## config.mk

```make
export PLATFORM = sky130hd
export DESIGN_NAME = interval_tick_timer
export DESIGN_NICKNAME = d
export VERILOG_FILES = /design/src/rtl/pit_pkg.sv /design/src/rtl/pit_prescaler.sv /design/src/rtl/pit_period.sv /design/src/rtl/pit_flag.sv /design/src/rtl/interval_tick_timer.sv
export SDC_FILE = /design/constraint.sdc
export NUM_CORES = 1
export LEC_CHECK = 0
export ABC_AREA = 1
export BUFFER_PORTS_ARGS = -buffer_cell sky130_fd_sc_hd__buf_2
export CORE_MARGIN = 2
export CORE_UTILIZATION = 28
export CTS_BUF_LIST = sky130_fd_sc_hd__clkbuf_8
export DETAILED_ROUTE_END_ITERATION = 8
export PLACE_DENSITY_LB_ADDON = 0.2
export SYNTH_ARGS = -nofsm -noshare
export SYNTH_HDL_FRONTEND = slang
export SYNTH_SLANG_ARGS = --single-unit
export TNS_END_PERCENT = 1
```

## constraint.sdc

```tcl
create_clock -name clk -period 1.9 [get_ports clk]
set_clock_uncertainty 0.15 [all_clocks]
set_input_delay 0.095 -clock clk [delete_from_list [all_inputs] [get_ports clk]]
set_output_delay 0.095 -clock clk [all_outputs]
set_load 0.05 [all_outputs]
```

## src/rtl/pit_pkg.sv

```systemverilog
package pit_pkg;
  // What the interrupt flag does on one clock edge
  typedef enum logic [1:0] {
    FLAG_HOLD  = 2'd0,
    FLAG_SET   = 2'd1,
    FLAG_CLEAR = 2'd2
  } flag_op_e;

  function automatic flag_op_e flag_decide(input logic expire, input logic ack);
    if (expire)   return FLAG_SET;
    else if (ack) return FLAG_CLEAR;
    else          return FLAG_HOLD;
  endfunction
endpackage

```

## src/rtl/pit_prescaler.sv

```systemverilog
module pit_prescaler #(
  parameter int CLKS_PER_MS = 1000
) (
  input  logic clk,
  input  logic rst_n,
  input  logic restart,
  output logic ms_tick
);
  localparam int PW = (CLKS_PER_MS > 1) ? $clog2(CLKS_PER_MS) : 1;
  localparam logic [PW-1:0] LAST = PW'(CLKS_PER_MS - 1);

  generate
    if (CLKS_PER_MS == 1) begin : g_pass
      assign ms_tick = 1'b1;
    end else begin : g_div
      logic [PW-1:0] cnt_q;
      always_ff @(posedge clk) begin
        if (!rst_n || restart) cnt_q <= '0;
        else if (cnt_q == LAST) cnt_q <= '0;
        else cnt_q <= cnt_q + 1'b1;
      end
      assign ms_tick = (cnt_q == LAST);
    end
  endgenerate
endmodule

```

## src/rtl/pit_period.sv

```systemverilog
module pit_period #(
  parameter int RELOAD_W = 16
) (
  input  logic                clk,
  input  logic                rst_n,
  input  logic                ms_tick,
  input  logic                load,
  input  logic [RELOAD_W-1:0] load_val,
  output logic                expire
);
  logic [RELOAD_W-1:0] reload_q;
  logic [RELOAD_W-1:0] ms_q;

  assign expire = ms_tick && (ms_q == reload_q);

  always_ff @(posedge clk) begin
    if (!rst_n) begin
      reload_q <= '0;
      ms_q     <= '0;
    end else if (load) begin
      reload_q <= load_val;
      ms_q     <= '0;
    end else if (expire) begin
      ms_q     <= '0;
    end else if (ms_tick) begin
      ms_q     <= ms_q + 1'b1;
    end
  end
endmodule

```

## src/rtl/pit_flag.sv

```systemverilog
module pit_flag
  import pit_pkg::*;
(
  input  logic clk,
  input  logic rst_n,
  input  logic expire,
  input  logic ack,
  output logic flag
);
  flag_op_e op;
  assign op = flag_decide(expire, ack);

  always_ff @(posedge clk) begin
    if (!rst_n) flag <= 1'b0;
    else begin
      unique case (op)
        FLAG_SET:   flag <= 1'b1;
        FLAG_CLEAR: flag <= 1'b0;
        default:    flag <= flag;
      endcase
    end
  end
endmodule

```

## src/rtl/interval_tick_timer.sv

```systemverilog
module interval_tick_timer #(
  parameter int CLKS_PER_MS = 1000,
  parameter int RELOAD_W    = 16,
  parameter int DATA_W      = 32
) (
  input  logic                clk,
  input  logic                rst_n,
  input  logic                reload_wr,
  input  logic [RELOAD_W-1:0] reload_data,
  input  logic                count_rd,
  output logic [DATA_W-1:0]   count_rdata,
  output logic                irq
);
  logic ms_tick_w;
  logic expire_w;
  logic ack_w;

  assign ack_w       = reload_wr | count_rd;
  assign count_rdata = '0;

  pit_prescaler #(.CLKS_PER_MS(CLKS_PER_MS)) u_psc (
    .clk     (clk),
    .rst_n   (rst_n),
    .restart (reload_wr),
    .ms_tick (ms_tick_w)
  );

  pit_period #(.RELOAD_W(RELOAD_W)) u_per (
    .clk      (clk),
    .rst_n    (rst_n),
    .ms_tick  (ms_tick_w),
    .load     (reload_wr),
    .load_val (reload_data),
    .expire   (expire_w)
  );

  pit_flag u_flag (
    .clk    (clk),
    .rst_n  (rst_n),
    .expire (expire_w),
    .ack    (ack_w),
    .flag   (irq)
  );
endmodule

```

==> results of run 1 <==
[worst paths after layout]
| kind | startpoint | end | cells past startpoint |
|---|---|---|---|
| setup / recovery | u_psc.g_div.cnt_q[0] | u_per.ms_q[15] | 8 |
| hold / removal | reload_wr | u_psc.g_div.cnt_q[6] | 4 |
| setup reg to reg | u_psc.g_div.cnt_q[0] | u_per.ms_q[15] | 8 |
| hold reg to reg | u_psc.g_div.cnt_q[0] | u_psc.g_div.cnt_q[0] | 1 |
[area by class of cell]
class                      count  area share, %
clock buffer                   5           2.35
inverter                      44           5.63
tap                          108           4.61
multi-input combinational    286           45.5
sequential                    43           29.4
clock inverter                 3          0.427
timing repair buffer          46           12.1
[worst max-delay path: stages, from the launching register on]
cell     delay, ns
dfxtp_1       0.37
ha_1          0.22
nand2_2       0.11
nor2_4        0.14
nand3_4       0.13
nor2_2        0.14
nand3_2       0.11
nand2_4       0.19
nor2_1        0.08
[cell families (layout without fill, tap and decap cells)]
group,Yosys count,after routing
AOI/OAI and AO/OA,47,47
buffers and inverters,81,98
adders and majority gates,2,2
other,1,32
and+or+nand+nor,193,193
DFF,43,43
xor gates and xnor gates,12,12
[what timing repair did]
item                                    4_1_cts  5_1_grt
endpoints found under the setup margin        1       16
pin swaps                                     0        0
hold buffers                                 23        0
resized for setup                             1        3
endpoints found under the hold margin        17        0
[synth_stat cells, drive strengths merged]
library cell	count
o21ai	22
nor3	5
nand3b	1
conb	1
clkbuf	4
inv	44
a21boi	5
nand3	15
buf	33
dfxtp	43
nor2	65
ha	2
or2	1
nand2	97
o211ai	1
nand4	9
xnor2	4
xor2	8
a21oi	19
[flip-flops by register name, summed over array words and instances (netlist names)]
register and count:
u_per.ms_q 16, u_per.reload_q 16, u_psc.g_div.cnt_q 10, u_flag.flag 1
[layout by cell type (no fill, tap or decap)]
cell            Yosys  final
nor2_4              2      2
o21ai_0            22     22
nand4_1             9      9
ha_1                2      2
a21boi_0            5      4
clkinv_2            0      1
nor3_2              1      1
a21oi_1            19     19
a21boi_1            0      1
dfxtp_1            43     42
dfxtp_2             0      1
dlymetal6s4s_1      0      1
nor2_1             61     60
conb_1              1     32
nand2_2             1      1
buf_2               0     20
nand3_1            13     13
buf_4              32      3
nand2_1            95     95
xnor2_1             4      4
nor2_2              2      3
inv_1              41     43
nand2_4             1      1
o211ai_1            1      1
or2_0               1      1
nor3_1              4      4
nand3_4             1      1
nand3_2             1      1
dlygate4sd3_1       0     22
inv_2               3      3
xor2_1              8      8
clkbuf_8            0      5
nand3b_1            1      1
[power breakdown]
part           internal (W)  switching [W]  leakage, nW
sequential         0.000926      0.0000133        0.351
clock              0.000248       0.000322       0.0505
combinational     0.0000826       0.000216        0.789
[metrics by stage]
stage	utilization [%]	setup slack, ns	cell area, µm²
6_report	33.6	0.139	2930
5_1_grt	33.6	0.00727	2930
4_1_cts	33.6	0.0289	2930
3_5_place_dp	30.0	-0.0510	2620
3_3_place_gp	30.0	-0.0714	2620
2_1_floorplan	-	0.287	2620
[routing by layer]
metal	part of all wire, %	vias up	wire, µm	GRT usage [%]
met3	4.6	11	263	2.13
li1	-	1217	-	-
met4	1.9	0	110	4.74
met2	43	57	2440	18.8
met1	50	963	2850	16.4
met5	0	-	0	0
==> impl_metrics.env, run 1 <==
export IMPL_run_status="completed"
export IMPL_area_growth_pct=17.0
export IMPL_dieArea_um2=9730
export IMPL_min_path_type="in -> reg"
export IMPL_crit_type="reg -> reg"
export IMPL_post_cts_buffers=0
export IMPL_io_buffers=20
export IMPL_fin_crit_sh_pct=92.7
export IMPL_synth_cell_types=28
export IMPL_setup_violations=0
export IMPL_std_cell_rows=34
export IMPL_fin_total_pwr_w=0.00181
export IMPL_totalNegativeSetupSlack_ns=0
export IMPL_fin_hold_ws_ns=0.115
export IMPL_start_util_pct=28.8
export IMPL_nFillCells=950
export IMPL_worstSetupEndpointType="register"
export IMPL_synth_fa_ha_area_share_pct=0.998
export IMPL_fin_nets=448
export IMPL_grt_usage_pct=12.0
export IMPL_num_antenna_cells=0
export IMPL_p_leak_nw=1.19
export IMPL_vias=2248
export IMPL_mappedNetlistArea_um2=2510
export IMPL_place_inst=504
export IMPL_cts_buffer_depth=2
export IMPL_ys_ff_latch=43
export IMPL_yosys_area_top_type="dfxtp_1"
export IMPL_synth_compound_area_share_pct=9.98
export IMPL_hpwl_um=4190
export IMPL_cp_required_ns=1.94
export IMPL_synth_mux_area_share_pct=0
export IMPL_first_pass_iters=4
export IMPL_clkSlewWorstSetupHoldPaths_ns=0.08
export IMPL_regArea_um2=862
export IMPL_core_area_um2=8720
export IMPL_worstPathArrival_ns=1.80
export IMPL_worstSkewPairLatency_ns=0.30
export IMPL_grt_pass1_wl_um=9490
export IMPL_grt_ovfl_total=0
export IMPL_postRouteAntennaNets=0
export IMPL_rsz0062_at_grt="no"
export IMPL_grt_pass1_vias=2010
export IMPL_routabilityCongestion=0.836
export IMPL_p_per_area_nw_per_um2=617
export IMPL_final_layout_size_suffix_gt1_share_pct=10.1
export IMPL_cp_max_fo=16
export IMPL_cts_inserted_buffers=5
export IMPL_viasPerCell=4.20
export IMPL_antenna_found_initial=0
export IMPL_route_detailed_drc=0
export IMPL_synth_xor_area_share_pct=4.19
export IMPL_vdd_ir_drop_max_v=0.000318
export IMPL_avgSynthCellArea_um2=6.62
export IMPL_min_period_ns=1.76
export IMPL_pin_count=53
export IMPL_synth_warnings=0
export IMPL_synth_top_area_share_pct=34.3
export IMPL_dieWidth_um=98.6
export IMPL_postSynthCellCount=379
export IMPL_drt_initial_drc_count=102
export IMPL_synth_top_family_by_area="simple AND/OR/NAND/NOR gates"
export IMPL_clockRootBuffer="clkbuf_8"
export IMPL_yosys_area_share_simple_pct=33.1
export IMPL_hold_viol_final=0
export IMPL_r2r_slack_ns=0.14
export IMPL_cts_sinks=43
export IMPL_fp_dieH_um=98.6
export IMPL_multiInputGateArea_um2=1330
export IMPL_max_cap_violations=0
export IMPL_ys_seq_area_share_pct=34.3
export IMPL_stdcell_count=535
export IMPL_yosys_top_cells_area="dfxtp_1 (34%), nand2_1 (14%), buf_4 (9.6%)"
export IMPL_cts_tree="built"
export IMPL_wl_per_cell_um=10.6
export IMPL_start_kind="register"
export IMPL_routed_wl_um=5660
export IMPL_slew_violations=0
export IMPL_fmax_mhz=568
export IMPL_grt_max_degree=26
export IMPL_cts_htree_levels=2
Power figures use the tool's default switching activity.
==> run 2: changes to the inputs <==
--- a/config.mk
+++ b/config.mk
@@ -12,6 +12,7 @@
 export CTS_BUF_LIST = sky130_fd_sc_hd__clkbuf_8
 export DETAILED_ROUTE_END_ITERATION = 8
 export PLACE_DENSITY_LB_ADDON = 0.2
+export RECOVER_POWER = 100
 export SYNTH_ARGS = -nofsm -noshare
 export SYNTH_HDL_FRONTEND = slang
 export SYNTH_SLANG_ARGS = --single-unit
==> run 2 against run 1 <==
First-iteration DRC count is 2.9% lower. Sequential share of layout area is 0.050 points higher. Die area stayed put. Clock power hardly changed. Core utilization is 0.057 points lower. Cell area is 0.17% lower. Non-clock buffer count stayed put. Global-route usage stayed put. Largest power group unchanged. Critical path type unchanged. Critical endpoint unchanged. Setup slack hardly changed.
==> impl_metrics.env, run 2 (synthesis results as in run 1) <==
export IMPL_run_status="completed"
export IMPL_core_area_um2=8720
export IMPL_vias=2249
export IMPL_dieArea_um2=9730
export IMPL_grt_pass1_wl_um=9490
export IMPL_grt_usage_pct=12.0
export IMPL_pin_count=53
export IMPL_final_layout_size_suffix_gt1_share_pct=9.60
export IMPL_grt_pass1_vias=2010
export IMPL_route_detailed_drc=0
export IMPL_fin_nets=448
export IMPL_multiInputGateArea_um2=1330
export IMPL_hpwl_um=4190
export IMPL_viasPerCell=4.20
export IMPL_cp_max_fo=16
export IMPL_std_cell_rows=34
export IMPL_setup_violations=0
export IMPL_p_leak_nw=1.17
export IMPL_clkSlewWorstSetupHoldPaths_ns=0.08
export IMPL_hold_viol_final=0
export IMPL_dieWidth_um=98.6
export IMPL_p_per_area_nw_per_um2=617
export IMPL_routabilityCongestion=0.836
export IMPL_regArea_um2=862
export IMPL_clockRootBuffer="clkbuf_8"
export IMPL_crit_slowest_cell="dfxtp_1"
export IMPL_fin_total_pwr_w=0.00181
export IMPL_detailed_place_area_um2=2620
export IMPL_start_util_pct=28.8
export IMPL_mostFrequentLayoutCells="nand2_1 (95), nor2_1 (60), inv_1 (43)"
export IMPL_fp_dieH_um=98.6
export IMPL_grt_ovfl_total=0
export IMPL_design_area_um2=2930
export IMPL_antenna_found_initial=0
export IMPL_crit_type="reg -> reg"
export IMPL_start_kind="register"
export IMPL_io_buffers=20
export IMPL_cts_inserted_buffers=5
export IMPL_nFillCells=952
export IMPL_grt_max_degree=26
export IMPL_fmax_mhz=568
export IMPL_slew_violations=0
export IMPL_cts_htree_levels=2
export IMPL_worst_slew_pin_slew_ns=0.588
export IMPL_min_period_ns=1.76
export IMPL_rsz0062_at_grt="no"
export IMPL_cts_tree="built"
export IMPL_final_common_cell="nand2_1"
export IMPL_routed_wl_um=5660
export IMPL_fin_crit_sh_pct=92.7
export IMPL_post_cts_buffers=0
export IMPL_worstPathArrival_ns=1.80
export IMPL_worstSkewPairLatency_ns=0.30
export IMPL_postRouteAntennaNets=0
export IMPL_area_growth_pct=16.8
export IMPL_cp_required_ns=1.94
export IMPL_final_util_pct=33.6
export IMPL_wl_per_cell_um=10.6
export IMPL_top_regs="u_per.ms_q (16), u_per.reload_q (16), u_psc.g_div.cnt_q (10)"
export IMPL_relSlewSlack_pct=61.0
export IMPL_drt_initial_drc_count=99
export IMPL_max_cap_violations=0
export IMPL_vdd_ir_drop_max_v=0.000318
export IMPL_cts_buffer_depth=2
export IMPL_worst_path_largest_cell_delay_ns=0.37
export IMPL_cts_sinks=43
export IMPL_min_path_type="in -> reg"
export IMPL_worstPathCellList="ha_1 -> nand2_2 -> nor2_4 -> nand3_4 -> nor2_2 -> nand3_2 -> nand2_4 -> nor2_1"
export IMPL_worstSetupEndpointType="register"
export IMPL_num_antenna_cells=0
export IMPL_first_pass_iters=4
## run 2: cell types whose count changed in the layout (fill, tap and decap cells not counted), sizes merged
cell / previous run / this run
clkbuf: 5 / 7
dlymetal6s4s: 1 / 0
clkdlybuf4s25: 0 / 1
buf: 23 / 21
## run 2: metrics by stage
stage               setup slack [ns]  TNS [ns]  instances  hold WS, ns
floorplan                      0.287         0        410       0.0799
global placement             -0.0714   -0.0714        504        0.165
detailed placement           -0.0510   -0.0510        504        0.180
CTS                           0.0289         0        535        0.107
global route                 0.00727         0        535        0.158
finish                         0.139         0        535        0.115
## run 2: layout make-up
cell class	instances	share of cell area (%)
Tap cell	108	4.62
Clock inverter	3	0.427
Sequential cell	43	29.4
Inverter	44	5.64
Clock buffer	5	2.35
Timing Repair Buffer	46	12.0
Multi-Input combinational cell	286	45.6
## run 2: where the power goes
group / internal (W) / total, W / switching (W)
Sequential: 0.000926 / 0.000939 / 0.0000133
Clock: 0.000248 / 0.000570 / 0.000322
Combinational: 0.0000820 / 0.000298 / 0.000216
Total: 0.00126 / 0.00181 / 0.000552
## run 2: what timing repair did
action                                  in CTS  in global routing
endpoints found under the hold margin       17                  0
endpoints found under the setup margin       1                 16
cloned                                       0                  0
hold buffers                                23                  0
gates resized for setup                      1                  3
## run 2: layer usage
layer | part of all wire (%) | global-route usage [%] | vias to the layer above
li1 | - | - | 1217
met1 | 50 | 16.4 | 964
met2 | 43 | 18.8 | 57
met3 | 4.6 | 2.13 | 11
met4 | 1.9 | 4.74 | 0
met5 | 0 | 0 | -
## run 2: final timing paths
kind	from	end	slack [ns]	depth (start not counted)
setup / recovery	u_psc.g_div.cnt_q[0]	u_per.ms_q[15]	0.14	8
hold / removal	reload_wr	u_psc.g_div.cnt_q[6]	0.11	4
setup reg to reg	u_psc.g_div.cnt_q[0]	u_per.ms_q[15]	0.14	8
hold reg to reg	u_psc.g_div.cnt_q[0]	u_psc.g_div.cnt_q[0]	0.32	1
## run 2: critical path, delay by kind of cell (launching register included)
family | cells | cell delay (ns)
DFF | 1 | 0.37
adders and majority gates | 1 | 0.22
and+or+nand+nor | 7 | 0.90
